[config.mk]
export PLATFORM = sky130hd
export DESIGN_NAME = lru_matrix_tracker
export DESIGN_NICKNAME = d
export VERILOG_FILES = /design/src/rtl/lru_pkg.sv /design/src/rtl/lru_set_grid.sv /design/src/rtl/lru_row_scan.sv /design/src/rtl/lru_matrix_tracker.sv
export SDC_FILE = /design/constraint.sdc
export NUM_CORES = 1
export LEC_CHECK = 0
export BUFFER_PORTS_ARGS = -buffer_cell sky130_fd_sc_hd__buf_2
export CORE_MARGIN = 2
export CORE_UTILIZATION = 42
export CTS_CLUSTER_SIZE = 30
export DETAILED_ROUTE_END_ITERATION = 8
export PLACE_DENSITY_LB_ADDON = 0.3
export SLEW_MARGIN = 20
export SYNTH_ARGS = -nofsm -noshare
export SYNTH_HDL_FRONTEND = slang
export SYNTH_SLANG_ARGS = --single-unit
[constraint.sdc]
create_clock -name clk -period 6.44 [get_ports clk]
set_clock_uncertainty 0.15 [all_clocks]
set_input_delay 0.322 -clock clk [delete_from_list [all_inputs] [get_ports clk]]
set_output_delay 0.322 -clock clk [all_outputs]
set_load 0.1 [all_outputs]
[src/rtl/lru_pkg.sv]
package lru_pkg;
  // widest grid row supported by the popcount helper
  localparam int unsigned ROW_MAX = 64;
  localparam int unsigned CNT_W   = 7;

  typedef logic [ROW_MAX-1:0] row_t;
  typedef logic [CNT_W-1:0]   cnt_t;

  // number of ones in a row, used to rank recency
  function automatic cnt_t row_ones(input row_t r);
    cnt_t acc;
    acc = '0;
    for (int b = 0; b < ROW_MAX; b++) begin
      acc = acc + cnt_t'(r[b]);
    end
    return acc;
  endfunction
endpackage

[src/rtl/lru_set_grid.sv]
module lru_set_grid #(
  parameter int unsigned WAYS  = 4,
  localparam int unsigned WAY_W = $clog2(WAYS),
  localparam int unsigned BITS  = WAYS * WAYS
) (
  input  logic             clk,
  input  logic             rst_n,
  input  logic             upd_en,
  input  logic [WAY_W-1:0] upd_way,
  output logic [BITS-1:0]  grid
);
  // row r occupies grid[r*WAYS +: WAYS]; bit c of that row is column c
  logic [BITS-1:0] grid_next;

  always_comb begin
    grid_next = grid;
    for (int r = 0; r < WAYS; r++) begin
      for (int c = 0; c < WAYS; c++) begin
        if (c == int'(upd_way)) begin
          grid_next[r*WAYS + c] = 1'b0;     // column wipe wins
        end else if (r == int'(upd_way)) begin
          grid_next[r*WAYS + c] = 1'b1;     // row fill
        end
      end
    end
  end

  always_ff @(posedge clk or negedge rst_n) begin
    if (!rst_n) begin
      grid <= '0;
    end else if (upd_en) begin
      grid <= grid_next;
    end
  end
endmodule

[src/rtl/lru_row_scan.sv]
module lru_row_scan
  import lru_pkg::*;
#(
  parameter int unsigned WAYS  = 4,
  localparam int unsigned WAY_W = $clog2(WAYS),
  localparam int unsigned BITS  = WAYS * WAYS
) (
  input  logic [BITS-1:0]  grid,
  output logic [WAYS-1:0]  zero_rows,
  output logic [WAY_W-1:0] victim,
  output logic [WAY_W-1:0] newest
);
  cnt_t ones [WAYS];

  for (genvar g = 0; g < WAYS; g++) begin : g_row
    assign ones[g]      = row_ones(row_t'(grid[g*WAYS +: WAYS]));
    assign zero_rows[g] = (grid[g*WAYS +: WAYS] == '0);
  end

  // lowest-numbered empty row
  always_comb begin
    victim = '0;
    for (int i = WAYS - 1; i >= 0; i--) begin
      if (zero_rows[i]) victim = WAY_W'(i);
    end
  end

  // lowest-numbered row holding the most ones
  always_comb begin
    cnt_t best;
    best   = ones[0];
    newest = '0;
    for (int i = 1; i < WAYS; i++) begin
      if (ones[i] > best) begin
        best   = ones[i];
        newest = WAY_W'(i);
      end
    end
  end
endmodule

[src/rtl/lru_matrix_tracker.sv]
module lru_matrix_tracker #(
  parameter int unsigned WAYS  = 4,
  parameter int unsigned SETS  = 8,
  localparam int unsigned WAY_W = $clog2(WAYS),
  localparam int unsigned SET_W = (SETS > 1) ? $clog2(SETS) : 1,
  localparam int unsigned BITS  = WAYS * WAYS
) (
  input  logic             clk,
  input  logic             rst_n,
  input  logic             acc_valid,
  input  logic [SET_W-1:0] acc_set,
  input  logic [WAY_W-1:0] acc_way,
  input  logic [SET_W-1:0] qry_set,
  output logic [WAY_W-1:0] victim_way,
  output logic [WAY_W-1:0] mru_way
);
  logic [BITS-1:0] set_grid [SETS];
  logic [SETS-1:0] set_hit;
  logic [BITS-1:0] sel_grid;   // grid of the queried set
  logic [WAYS-1:0] sel_zero;   // empty rows of the queried set

  for (genvar s = 0; s < SETS; s++) begin : g_set
    assign set_hit[s] = acc_valid && (acc_set == SET_W'(s));
    lru_set_grid #(.WAYS(WAYS)) u_grid (
      .clk     (clk),
      .rst_n   (rst_n),
      .upd_en  (set_hit[s]),
      .upd_way (acc_way),
      .grid    (set_grid[s])
    );
  end

  assign sel_grid = set_grid[qry_set];

  lru_row_scan #(.WAYS(WAYS)) u_scan (
    .grid      (sel_grid),
    .zero_rows (sel_zero),
    .victim    (victim_way),
    .newest    (mru_way)
  );
endmodule

# After elaboration in Yosys (flattened, before gate mapping)
# Cells that the tools add are included.
# W data, S select, Z words.
dict set report word_totals {
  rom_bits 0
  mem_bits_rw 0
  latch_bits 0
  inputBits 11
  word_cells 171
  output_inout_bits 4
  register_bits 96
  n_memories 0
}
dict set report classes {
  bitwise_logic 1
  magnitude_cmp 4
  n_eq_ne 10
  addsub 12
  n_mul 0
  shift 0
  reduce_logical 68
  mux 28
  div 0
}
# op count
set ops {}
lappend ops {{$reduce_and A2 Y1} 48}
lappend ops {{$add A7 B1 Y7} 8}
lappend ops {{$bmux W16 S3} 1}
lappend ops {{$mux W16} 2}
lappend ops {{$gt A7 B7 Y1} 3}
lappend ops {{$mux W1} 17}
lappend ops {{$logic_not A4 Y1} 4}
lappend ops {{$mux W7} 2}
lappend ops {{$eq A3 B3 Y1 const B} 4}
lappend ops {{$mux W2} 6}
lappend ops {{$reduce_bool A2 Y1} 6}
lappend ops {{$add A1 B1 Y2} 4}
lappend ops {{$logic_and A1 B1 Y1} 8}
lappend ops {{$eq A3 B2 Y1 const B} 2}
lappend ops {{$eq A2 B2 Y1 const A} 2}
lappend ops {{$ge A4 B4 Y1 const B} 1}
lappend ops {{$not A3 Y4} 1}
lappend ops {{$eq A3 B1 Y1 const B} 1}
lappend ops {{$logic_not A3 Y1} 1}
lappend ops {{$eq A1 B2 Y1 const A} 1}
lappend ops {{$logic_not A2 Y1} 1}

# Longest topological paths before layout
dict set report depth {
  ltp_word 13
  depth_mapped 20
  ltp_nobuf 18
}

# Hierarchy
# A second synthesis with hierarchy kept.
dict set report unflattened {
  hier_cells 558
  area_unflattened_um2 6324.8
}
# mod area_each_um2 instances cells_each
set modules_own_cells {}
lappend modules_own_cells {{lru_set_grid (g_set[3].u_grid ...)} 565.5 5 51}
lappend modules_own_cells {{lru_set_grid (g_set[0].u_grid ...)} 573.0 3 51}
lappend modules_own_cells {lru_matrix_tracker 1129.8 1 70}
lappend modules_own_cells {lru_row_scan 648.1 1 80}

# Worst setup path after synthesis
# OpenSTA, ideal clock, no wires.
dict set report synth_timing {
  kind {input port to output port}
  start {input qry_set[0]}
  end {output mru_way[0]}
  slack_ps 561
  n_path_buf 2
  arrival_ps 5407
  stages 14
  t_required_ps 5968
  path_cell_list {buf_6 > buf_12 > mux4_1 > mux2_2 > fa_1 > ha_1 > inv_1 > o22ai_1 > mux2_2 > ha_1 > nand3b_1 > o21ai_0 > inv_1 > o21ai_0}
}
dict set report synth_between {
  elab_chain_len 13
  word_cells_on_any_way 24
  cone_classes {add/sub: 12; order compare: 3; mux: 8; bitwise: 1}
}
# element line
set synth_rtl {}
lappend synth_rtl {{from (decl)} lru_matrix_tracker.sv:13} ;# input logic [SET_W-1:0] qry_set,
lappend synth_rtl {{$not A3 Y4 (implied by the code) (*)} lru_matrix_tracker.sv:33} ;# assign sel_grid = set_grid[qry_set];
lappend synth_rtl {{$bmux W16 S3 (*)} lru_matrix_tracker.sv:33}
lappend synth_rtl {{$mux W16 (implied by the code) (*) (2 in series)} lru_matrix_tracker.sv:33}
lappend synth_rtl {{$add A1 B1 Y2} lru_pkg.sv:14} ;# acc = acc + cnt_t'(r[b]);
lappend synth_rtl {{$add A7 B1 Y7 (2 in series)} lru_pkg.sv:14}
lappend synth_rtl {{$gt A7 B7 Y1} lru_row_scan.sv:34} ;# if (ones[i] > best) begin
lappend synth_rtl {{$mux W7} lru_row_scan.sv:34}
lappend synth_rtl {{$gt A7 B7 Y1} lru_row_scan.sv:34}
lappend synth_rtl {{$mux W7} lru_row_scan.sv:34}
lappend synth_rtl {{$gt A7 B7 Y1} lru_row_scan.sv:34}
lappend synth_rtl {{$mux W2 (*)} lru_row_scan.sv:34}
lappend synth_rtl {{to (decl)} lru_matrix_tracker.sv:15} ;# output logic [WAY_W-1:0] mru_way
# Mark *: on every way between the ends. The rest lies on a longest branch, timed or not. The select of a mux whose other input is x is not followed.

# Worst setup path after layout
# Ends and elaborated chain as after synthesis.

==> impl_metrics.json <==
{
  "hpwl_mm": 6.981,
  "finalWirelength_mm": 10.89,
  "core_sq_um": 11470,
  "cts_tree": "yes",
  "ant_nets": 0,
  "reg2reg_depth": 2,
  "leakage_nw": 2.403,
  "top_regs": "g_set.u_grid.grid x96",
  "vias": 3366,
  "yosysSeqAreaShare_pct": 48.53,
  "fmax_mhz": 170.8,
  "multi_input_area_sq_um": 2317,
  "switching_share_pct": 40.75,
  "drt_iter0_drc": 280,
  "critPathRequiredTime_ns": 5.97,
  "cp.arrival_ns": 5.38,
  "dieArea_sq_um": 12670,
  "period_needed_ns": 5.857,
  "power_frac_clock_pct": 23.3,
  "relSlewSlack_pct": 45.70,
  "root_buffer": "clkbuf_16",
  "largest_register_ff_count": 96,
  "yosysUniqueCellTypes": 37,
  "first_global_vias": 3404,
  "route.detailed.drc": 0,
  "fillCellCount": 1035,
  "synth_edf_count": 0,
  "synth_top_area_share_pct": 48.53,
  "antennaDiodeCount": 0,
  "peakVddDrop_uv": 1184,
  "period_share_pct": 90.94,
  "grt_pass1_wl_mm": 18.20,
  "synth_area_leaders": "dfrtp_1, a21oi_1, mux4_2",
  "endpoint_kind": "output pin",
  "post-cts-setup-buffers": 0,
  "p_per_area_nw_per_um2": 447.5,
  "fp.dieH_um": 112.6,
  "max_cap_viol_count": 0,
  "critPathKind": "input pin to output pin",
  "final-hold-violation-count": 0,
  "tightest_slew_ns": 0.8145,
  "yosysMostFrequentCell": "a21oi_1",
  "hold_class": "input pin to asynchronous set/reset pin",
  "num_rows": 39,
  "post_drt_wl_per_cell_um": 18.30,
  "avgSynthCellArea_sq_um": 11.02,
  "avgViaCountPerCell": 5.657,
  "r2r_end": "g_set[5].u_grid.grid[4]",
  "final.setup.tns_ns": 0,
  "ys_ff_latch": 96,
  "synth_warnings": 0,
  "grt_overflow": 0,
  "synth_cells": 449,
  "grt_max_degree": 89,
  "synth_ff_type": "dfrtp_1",
  "p_int_mw": 1.446,
  "ctsLongestPathBuffers": 2,
  "drt-pass1-iter-count": 4,
  "grt_antenna_before_repair": 0,
  "netlist_top_cells_count": "a21oi_1, dfrtp_1, clkbuf_1",
  "netlist_area_sq_um": 4950,
  "clock_sinks": 96,
  "cp_max_fo": 19,
  "synthArstFlopShare_pct": 100.0,
  "regMostFlops": "g_set.u_grid.grid",
  "rsz0062_at_grt": "no",
  "slew_viol_final": 0,
  "start_util_pct": 43.16,
  "pwr-share-seq_pct": 34.2,
  "grt_util_all_layers_pct": 18.41,
  "htree_levels": 3,
  "ios": 15,
  "finalWeightedCongestion": 0.8680,
  "reg2reg_slack_ns": 5.52,
  "setup_viol": 0,
  "final-seq-area_sq_um": 2402,
  "nNetsFinal": 482,
  "r2r_start": "g_set[5].u_grid.grid[4]",
  "placed_cell_area_sq_um": 5125,
  "p_sw_mw": 0.9944,
  "power_frac_comb_pct": 42.6,
  "clk_pin_slew_ns": 0.06,
  "cts-resized-gates": 0,
  "area_growth_pct": 10.19,
  "portBuffers": 14,
  "insertion_delay_ns": 0.33,
  "fin_area_sq_um": 5454,
  "die_x_um": 112.6,
  "cts_buffers": 9,
  "synthesis.nets": 484,
  "cts_hold_buf": 1,
  "final_layout_size_suffix_gt1_share_pct": 15.49,
  "status": "complete, no violations",
  "start_kind": "input pin",
  "yosysTopAreaCell": "dfrtp_1"
}
-- placed cells by master (no fill, tap or decap), types with 2 or more instances in the layout --
cell / instances
nor2_1: 20
and2_1: 8
ha_1: 19
buf_4: 11
nand2_1: 12
nor3_1: 2
a21oi_1: 147
buf_2: 13
nand2b_1: 5
mux2_2: 8
nor4bb_2: 3
mux4_1: 8
o21ai_1: 2
clkbuf_16: 9
dfrtp_1: 96
mux2i_1: 7
mux4_2: 16
inv_1: 19
clkbuf_1: 3
fa_1: 5
and4b_1: 3
nor2b_1: 4
o21ai_0: 12
bufinv_16: 2
-- routing by layer --
| metal | vias to the layer above | global-route usage, % | part of all wire (%) |
|---|---|---|---|
| met5 | - | 0 | 0 |
| met4 | 0 | 7.967 | 1.7 |
| met3 | 12 | 2.700 | 4.3 |
| met2 | 70 | 27.90 | 47 |
| met1 | 1681 | 26.56 | 47 |
| li1 | 1603 | - | - |
-- per-stage QoR --
stage | instances | hold WS [ns] | power (mW) | setup slack, ns | util [%]
4_1_cts | 595 | 0.1767 | 2.455 | 0.6166 | 47.53
5_1_grt | 595 | 0.1895 | 2.588 | 0.2909 | 47.56
2_1_floorplan | 449 | -0.1236 | 1.633 | 0.5612 | -
3_3_place_gp | 578 | -0.0001503 | 1.832 | 0.8353 | 44.69
6_report | 595 | 0.1859 | 2.441 | 0.5835 | 47.56
3_5_place_dp | 578 | 0.0001503 | 1.880 | 0.6114 | 44.69
-- kinds of logic after synthesis --
group	share of synthesized area [%]
flops	48.53
mux	15.34
fa+ha+maj	6.825
buf+inv	5.030
compound gates	17.06
simple gates	7.204
-- worst max-delay path, cell delays in order --
cell     delay, ns
buf_2         0.48
mux4_1        0.65
mux2_2        0.32
fa_1          0.57
inv_1         0.05
ha_1          0.26
inv_1         0.03
o22ai_1       0.24
mux2_2        0.38
ha_1          0.18
nor3b_1       0.19
o21ai_0       0.22
nand2_1       0.13
o21ai_0       0.11
ha_1          0.31
nor2b_1       0.13
o21a_1        0.16
o21ai_0       0.19
o21ai_0       0.11
buf_2         0.30
-- power groups by stage --
stage / clock network [mW] / logic, mW / registers (mW)
after floorplan: 0 / 0.824 / 0.809
after global placement: 0 / 0.993 / 0.839
after detailed placement: 0 / 1.04 / 0.844
after CTS: 0.580 / 1.04 / 0.833
after global routing: 0.605 / 1.13 / 0.850
final: 0.568 / 1.04 / 0.834
-- worst max path at each step --
stage,slack (ns),start,endpoint,depth (start not counted)
2_1_floorplan,0.56,qry_set[0],mru_way[0],14
3_3_place_gp,0.84,qry_set[0],mru_way[0],19
3_5_place_dp,0.61,qry_set[0],mru_way[0],20
4_1_cts,0.62,qry_set[0],mru_way[0],20
5_1_grt,0.29,qry_set[0],mru_way[0],20
6_report,0.58,qry_set[0],mru_way[0],20
-- cell type report --
cell class	count	area share (%)
clock buffers	13	4.588
clock inverters	3	1.193
inverters	19	1.308
multi-input cells	295	42.49
flip-flops and latches	96	44.05
well taps	143	3.281
repair buffers	26	3.097
Power figures use the tool's default switching activity.
